<file path="src/rtl/pwm_pkg.sv">
package pwm_pkg;
  // Prescale code as written on the data bus
  typedef enum logic [1:0] {
    PSEL_X1  = 2'b00,
    PSEL_X4  = 2'b01,
    PSEL_X16 = 2'b10,
    PSEL_X16B = 2'b11
  } psel_e;

  localparam int unsigned CNT_W  = 8;   // counter, period and duty width
  localparam int unsigned STEP   = 4;   // input clocks per undivided step
endpackage

</file>
<file path="src/rtl/pwm_prescaler.sv">
module pwm_prescaler
  import pwm_pkg::*;
#(
  parameter int unsigned CLK_PER_STEP = STEP
) (
  input  logic  clk,
  input  logic  rst_n,
  input  psel_e sel,
  input  logic  restart,
  output logic  tick
);
  localparam int unsigned PRE_W = $clog2(CLK_PER_STEP * 16);
  localparam logic [PRE_W-1:0] LIM_X1  = PRE_W'(CLK_PER_STEP - 1);
  localparam logic [PRE_W-1:0] LIM_X4  = PRE_W'(CLK_PER_STEP * 4 - 1);
  localparam logic [PRE_W-1:0] LIM_X16 = PRE_W'(CLK_PER_STEP * 16 - 1);

  logic [PRE_W-1:0] pcnt_q, pcnt_d, lim;

  always_comb begin
    case (sel)
      PSEL_X1: lim = LIM_X1;
      PSEL_X4: lim = LIM_X4;
      default: lim = LIM_X16;
    endcase
  end

  // ">=" keeps the count bounded when the code shrinks mid-step
  assign tick = (pcnt_q >= lim);

  always_comb begin
    if (tick || restart) pcnt_d = '0;
    else                 pcnt_d = pcnt_q + 1'b1;
  end

  always_ff @(posedge clk or negedge rst_n) begin
    if (!rst_n) pcnt_q <= '0;
    else        pcnt_q <= pcnt_d;
  end

  AST_TICK_SPACED: assert property (@(posedge clk) disable iff (!rst_n)
    (tick && (LIM_X1 != '0)) |=> !tick);
  AST_PRE_RESTART: assert property (@(posedge clk) disable iff (!rst_n)
    (restart && (LIM_X1 != '0)) |=> !tick);
endmodule

</file>
<file path="src/rtl/pwm_counter.sv">
module pwm_counter
  import pwm_pkg::*;
#(
  parameter int unsigned W = CNT_W
) (
  input  logic         clk,
  input  logic         rst_n,
  input  logic         tick,
  input  logic [W-1:0] period,
  output logic [W-1:0] cnt_next,
  output logic         rollover
);
  logic [W-1:0] cnt_q;

  assign rollover = tick && (cnt_q == period);

  always_comb begin
    if (rollover)  cnt_next = '0;
    else if (tick) cnt_next = cnt_q + 1'b1;
    else           cnt_next = cnt_q;
  end

  always_ff @(posedge clk or negedge rst_n) begin
    if (!rst_n) cnt_q <= '0;
    else        cnt_q <= cnt_next;
  end

  AST_CNT_CLEAR: assert property (@(posedge clk) disable iff (!rst_n)
    rollover |=> (cnt_q == '0));
  AST_CNT_STEP: assert property (@(posedge clk) disable iff (!rst_n)
    (tick && !rollover) |=> (cnt_q == W'($past(cnt_q) + 1'b1)));
  AST_CNT_HOLD: assert property (@(posedge clk) disable iff (!rst_n)
    !tick |=> $stable(cnt_q));
endmodule

</file>
<file path="src/rtl/pwm_duty.sv">
module pwm_duty
  import pwm_pkg::*;
#(
  parameter int unsigned W = CNT_W
) (
  input  logic         clk,
  input  logic         rst_n,
  input  logic         wr_en,
  input  logic [W-1:0] wr_val,
  input  logic         tick,
  input  logic         rollover,
  input  logic [W-1:0] cnt_next,
  output logic [W-1:0] active,
  output logic         pwm
);
  logic [W-1:0] shadow_q, shadow_d, active_q, active_d;
  logic         pwm_q, pwm_d;

  always_comb begin
    shadow_d = wr_en ? wr_val : shadow_q;
    active_d = rollover ? shadow_q : active_q;
    if (rollover)
      pwm_d = (shadow_q != '0);
    else if (tick && (cnt_next == active_q))
      pwm_d = 1'b0;
    else
      pwm_d = pwm_q;
  end

  always_ff @(posedge clk or negedge rst_n) begin
    if (!rst_n) begin
      shadow_q <= '0;
      active_q <= '0;
      pwm_q    <= 1'b0;
    end else begin
      shadow_q <= shadow_d;
      active_q <= active_d;
      pwm_q    <= pwm_d;
    end
  end

  assign active = active_q;
  assign pwm    = pwm_q;

  AST_ACT_LOAD: assert property (@(posedge clk) disable iff (!rst_n)
    rollover |=> (active_q == $past(shadow_q)));
  AST_ACT_HOLD: assert property (@(posedge clk) disable iff (!rst_n)
    !rollover |=> $stable(active_q));
  AST_ZERO_QUIET: assert property (@(posedge clk) disable iff (!rst_n)
    (rollover && (shadow_q == '0)) |=> !pwm_q);
  AST_PULSE_START: assert property (@(posedge clk) disable iff (!rst_n)
    (rollover && (shadow_q != '0)) |=> pwm_q);
endmodule

</file>
<file path="src/rtl/pwm_timer_top.sv">
module pwm_timer_top
  import pwm_pkg::*;
(
  input  logic       clk,
  input  logic       rst_n,
  input  logic       wr_period,
  input  logic       wr_duty,
  input  logic       wr_presc,
  input  logic [7:0] wr_data,
  input  logic       irq_clr,
  output logic       pwm_out,
  output logic       irq_flag
);
  localparam int unsigned W = CNT_W;

  logic         rst_meta_q, rst_int_n;
  logic [W-1:0] period_q, period_d;
  psel_e        psel_q, psel_d;
  logic         flag_q, flag_d;
  logic         tick, rollover;
  logic [W-1:0] cnt_next, active;

  // Reset: asserted at once, released on the clock
  always_ff @(posedge clk or negedge rst_n) begin
    if (!rst_n) begin
      rst_meta_q <= 1'b0;
      rst_int_n  <= 1'b0;
    end else begin
      rst_meta_q <= 1'b1;
      rst_int_n  <= rst_meta_q;
    end
  end

  always_comb begin
    period_d = wr_period ? wr_data[W-1:0] : period_q;
    psel_d   = wr_presc ? psel_e'(wr_data[1:0]) : psel_q;
    if (rollover)     flag_d = 1'b1;
    else if (irq_clr) flag_d = 1'b0;
    else              flag_d = flag_q;
  end

  always_ff @(posedge clk or negedge rst_int_n) begin
    if (!rst_int_n) begin
      period_q <= '1;
      psel_q   <= PSEL_X1;
      flag_q   <= 1'b0;
    end else begin
      period_q <= period_d;
      psel_q   <= psel_d;
      flag_q   <= flag_d;
    end
  end

  pwm_prescaler #(.CLK_PER_STEP(STEP)) u_pre (
    .clk     (clk),
    .rst_n   (rst_int_n),
    .sel     (psel_q),
    .restart (rollover),
    .tick    (tick)
  );

  pwm_counter #(.W(W)) u_cnt (
    .clk      (clk),
    .rst_n    (rst_int_n),
    .tick     (tick),
    .period   (period_q),
    .cnt_next (cnt_next),
    .rollover (rollover)
  );

  pwm_duty #(.W(W)) u_duty (
    .clk      (clk),
    .rst_n    (rst_int_n),
    .wr_en    (wr_duty),
    .wr_val   (wr_data[W-1:0]),
    .tick     (tick),
    .rollover (rollover),
    .cnt_next (cnt_next),
    .active   (active),
    .pwm      (pwm_out)
  );

  assign irq_flag = flag_q;

  AST_FLAG_SET: assert property (@(posedge clk) disable iff (!rst_int_n)
    rollover |=> flag_q);
  AST_FLAG_CLR: assert property (@(posedge clk) disable iff (!rst_int_n)
    (irq_clr && !rollover) |=> !flag_q);
  AST_OVER_HELD: assert property (@(posedge clk) disable iff (!rst_int_n)
    (rollover && pwm_out && (active > period_q) && !wr_period && !wr_duty)
      |=> pwm_out);
endmodule

</file>
<file path="config.mk">
export PLATFORM = sky130hd
export DESIGN_NAME = pwm_timer_top
export DESIGN_NICKNAME = d
export VERILOG_FILES = /design/src/rtl/pwm_pkg.sv /design/src/rtl/pwm_prescaler.sv /design/src/rtl/pwm_counter.sv /design/src/rtl/pwm_duty.sv /design/src/rtl/pwm_timer_top.sv
export SDC_FILE = /design/constraint.sdc
export NUM_CORES = 1
export LEC_CHECK = 0
export ABC_AREA = 0
export BUFFER_PORTS_ARGS = -buffer_cell sky130_fd_sc_hd__clkbuf_2
export CAP_MARGIN = 5
export CELL_PAD_IN_SITES_DETAIL_PLACEMENT = 1
export CELL_PAD_IN_SITES_GLOBAL_PLACEMENT = 1
export CORE_AREA = 2 2 59 83
export CTS_BUF_LIST = sky130_fd_sc_hd__clkbuf_8
export DETAILED_ROUTE_END_ITERATION = 10
export DIE_AREA = 0 0 61 85
export PLACE_DENSITY_LB_ADDON = 0.1
export REMOVE_ABC_BUFFERS = 1
export SETUP_SLACK_MARGIN = 0.4
export SLEW_MARGIN = 5
export SYNTH_ARGS = -nofsm -noshare
export SYNTH_HDL_FRONTEND = slang
export SYNTH_SLANG_ARGS = --single-unit
export TNS_END_PERCENT = 30
</file>
<file path="constraint.sdc">
create_clock -name clk -period 1.6 [get_ports clk]
set_clock_uncertainty 0.15 [all_clocks]
set_input_delay 0.32 -clock clk [delete_from_list [all_inputs] [get_ports clk]]
set_output_delay 0.32 -clock clk [all_outputs]
set_load 0.005 [all_outputs]
</file>
==> impl_metrics.tcl <==
set metrics [dict create \
    status "finished, violations left" \
    violations "negative setup slack" \
    fin_tns_setup_ns -9.901 \
    clock.fmax_mhz 473.9 \
    worst_skew_pair.late_latency_ns 0.30 \
    total_power_uw 4278 \
    total_inserted_antenna_cells 0 \
    preCtsSetupSlack_ns -0.6154 \
    critPathKind "flop to flop" \
    grtUsageTotal_pct 23.99 \
    ctsRootBufferMaster "sky130_fd_sc_hd__clkbuf_8" \
    vias 1600 \
    cp.arrival_ns 2.15 \
    syn_to_final_growth_pct 35.60 \
    number_of_nets_with_antenna_violations_after_detailed_routing 0 \
    setup.worst_path.end_class "flop" \
    yosys_top_cell_area_share_pct 42.50 \
    setup_slack_ns -0.5101 \
    num-fill-cells 480 \
    period_minus_ws_final_ns 2.110 \
    hold_class "input pin to flop" \
    detailedRoute.firstPassIterationCount 4 \
    dp.final_hpwl_um 3876 \
    synth.top_cells.by_area "sky130_fd_sc_hd__dfrtp_1, sky130_fd_sc_hd__mux2_2, sky130_fd_sc_hd__dfstp_2" \
    synth_xor_area_share_pct 10.33 \
    numCtsBuffers 5 \
    static-leakage-power_uw 0.001304 \
    cell_area_after_synthesis_mm2 0.002120 \
    tritoncts_clock_tree "yes" \
    io-pin-count 16 \
    placeableCoreArea_mm2 0.004463 \
    yosys.area_share.simple_pct 10.57 \
    rsz0062_at_grt "yes" \
    yosysUniqueCellTypes 39 \
    fp.dieW_um 61 \
    worst_ep_required_time_ns 1.64 \
    h_tree_level_count 2 \
    detail_route.drc_violations 0 \
    synth_seq_area_share_pct 52.42 \
    grt_antenna_before_repair 0 \
    detail_route.iter0.violations 31 \
    final_hold_vio_count 0 \
    mapped_cells 178 \
    drive_gt1_share_pct 53.78 \
    ys_top_cells_by_count "sky130_fd_sc_hd__dfrtp_1, sky130_fd_sc_hd__mux2_2, sky130_fd_sc_hd__xnor2_1" \
    worst_setup_hold_path_clk_slew_ns 0.08 \
    grt_pass1_vias 1833 \
    maximum_number_of_pins_on_one_net_before_global_route_repair 43 \
    post_synth_fa_ha_maj_area_fraction_pct 2.361 \
    synth_top_area_cell "sky130_fd_sc_hd__dfrtp_1" \
    die_height_um 85 \
    drt-wirelength-per-cell_um 18.75 \
    avgSynthCellArea_um2 11.91 \
    cts.sink_count 44 \
    final.period_utilization_pct 131.9 \
    powerDensity_mw_per_mm2 1489 \
    synth_top_family_by_area "multiplexers" \
    overall_die_area_mm2 0.005185 \
    post_route_wl_um 5625 \
    starting_density_pct 47.49 \
    design.final.nets 255 \
    cp-start-kind "flop" \
    route.detailed.vias_per_inst 5.333 \
    grt-ovfl-total 0 \
    critical_path.max_fanout 5 \
    cap_viol_max_count 0 \
    synth_compound_area_share_pct 8.383 \
    synth_edf_count 0 \
    irDropWorstVdd_mv 0.7657 \
    setup_violations 24 \
    cts.path.max_buffers 2 \
    worst_pin_slew_ns 0.5205 \
    postSynth.asyncResetShare_pct 100.0 \
    first_pass_grt_wire_length_um 9039 \
    port_buffers 15 \
    synth.mux.area_fraction_pct 13.75 \
    num_rows 29 \
    slew_violations 0 \
    yosysWarningCount 0 \
    timing.slew.headroom_pct 65.30 \
    synth.most_common_cell "sky130_fd_sc_hd__dfrtp_1" \
    place.gp.congestion 0.8935 \
    synthFlopType "sky130_fd_sc_hd__dfrtp_1" \
    postSynthRegisterBits 44 \
]
## cells by family after synthesis
kind of cell	count (synthesis)
flops	44
simple gates	43
compound gates	26
mux	26
xor+xnor	25
buf+inv	9
fa+ha+maj	4
other cells	1
## worst paths after layout
check / slack, ns / to / start / cells past startpoint
worst max-delay path: -0.51 / u_duty.active[6]$_DFFE_PN0N_ / psel_q[1]$_DFFE_PN0P_ / 7
worst min-delay path: 0.09 / psel_q[1]$_DFFE_PN0P_ / wr_presc / 2
worst max register to register: -0.51 / u_duty.active[6]$_DFFE_PN0N_ / psel_q[1]$_DFFE_PN0P_ / 7
worst min register to register: 0.16 / u_cnt.cnt_q[1]$_DFF_PN0_ / rst_int_n$_DFF_PN0_ / 1
max in group asynchronous: 0.76 / period_q[7]$_DFFE_PN1P_ / rst_int_n$_DFF_PN0_ / 1
min in group asynchronous: 0.16 / u_cnt.cnt_q[1]$_DFF_PN0_ / rst_int_n$_DFF_PN0_ / 1
## metal layers
| layer | track usage, % | routed length (µm) |
|---|---|---|
| met5 | 0 | 0 |
| met4 | 8.498 | 252 |
| met3 | 3.659 | 115 |
| met2 | 45.26 | 3300 |
| met1 | 25.60 | 1956 |
## metrics by stage
step / cell area (µm²) / hold slack (ns) / std cells / util (%)
finish: 2874 / 0.09065 / 300 / 64.40
global route: 2874 / 0.1161 / 300 / 64.40
CTS: 2783 / 0.09953 / 299 / 62.35
detailed placement: 2485 / -0.04215 / 282 / 55.68
global placement: 2485 / -0.04640 / 282 / 55.68
floorplan: 2092 / -0.1256 / 173 / -
## sequential cells by signal, summed over array words and instances (netlist names)
name             count
period_q             8
u_cnt.cnt_q          8
u_duty.active        8
u_duty.shadow_q      8
u_pre.pcnt_q         6
psel_q               2
irq_flag             1
rst_int_n            1
rst_meta_q           1
u_duty.pwm           1
## placed cells by master, fill, tap and decap left out, types with 3 or more instances in the layout
cell                       synthesis  routed
sky130_fd_sc_hd__clkbuf_2          0      15
sky130_fd_sc_hd__buf_6             1       8
sky130_fd_sc_hd__inv_1             4       4
sky130_fd_sc_hd__dfstp_2           8       8
sky130_fd_sc_hd__clkbuf_8          0       5
sky130_fd_sc_hd__nor2_1           10       7
sky130_fd_sc_hd__nand4_1           3       3
sky130_fd_sc_hd__xnor2_1          17      15
sky130_fd_sc_hd__nand3_1           4       3
sky130_fd_sc_hd__nand2_1          12      12
sky130_fd_sc_hd__mux2_2           25      25
sky130_fd_sc_hd__buf_4             0      32
sky130_fd_sc_hd__ha_4              0       3
sky130_fd_sc_hd__o21ai_1           2       3
sky130_fd_sc_hd__xor2_1            8       8
sky130_fd_sc_hd__o21ai_0          12       7
sky130_fd_sc_hd__dfrtp_1          36      36
## repair_timing
action	CTS	global route
cloned	1	0
buffers inserted	7	1
pin swaps	14	11
hold endpoints to repair	2	0
hold buffers	1	0
gates resized for setup	28	19
endpoints found under the setup margin	26	26
## worst max-delay path, cell delays in order, from the launching register on
cell	delay, ns
sky130_fd_sc_hd__dfrtp_1	0.40
sky130_fd_sc_hd__buf_4	0.14
sky130_fd_sc_hd__buf_4	0.13
sky130_fd_sc_hd__o2bb2ai_2	0.18
sky130_fd_sc_hd__a221o_2	0.24
sky130_fd_sc_hd__nand2_4	0.10
sky130_fd_sc_hd__nor3_4	0.27
sky130_fd_sc_hd__mux2_2	0.38
## where the power goes
group / switching (µW) / internal [µW]
Combinational: 930 / 998
Sequential: 191 / 1320
Clock: 378 / 457
## cell type report
| cell class | count | area [µm²] | share of cell area, % |
|---|---|---|---|
| inverter | 4 | 15.01 | 0.5224 |
| timing repair buffer | 56 | 415.4 | 14.45 |
| multi-input combinational | 126 | 1147 | 39.92 |
| tap | 62 | 77.57 | 2.699 |
| clock inverter | 3 | 38.79 | 1.350 |
| sequential | 44 | 1111 | 38.66 |
| clock buffer | 5 | 68.82 | 2.394 |
Power figures use the tool's default switching activity.
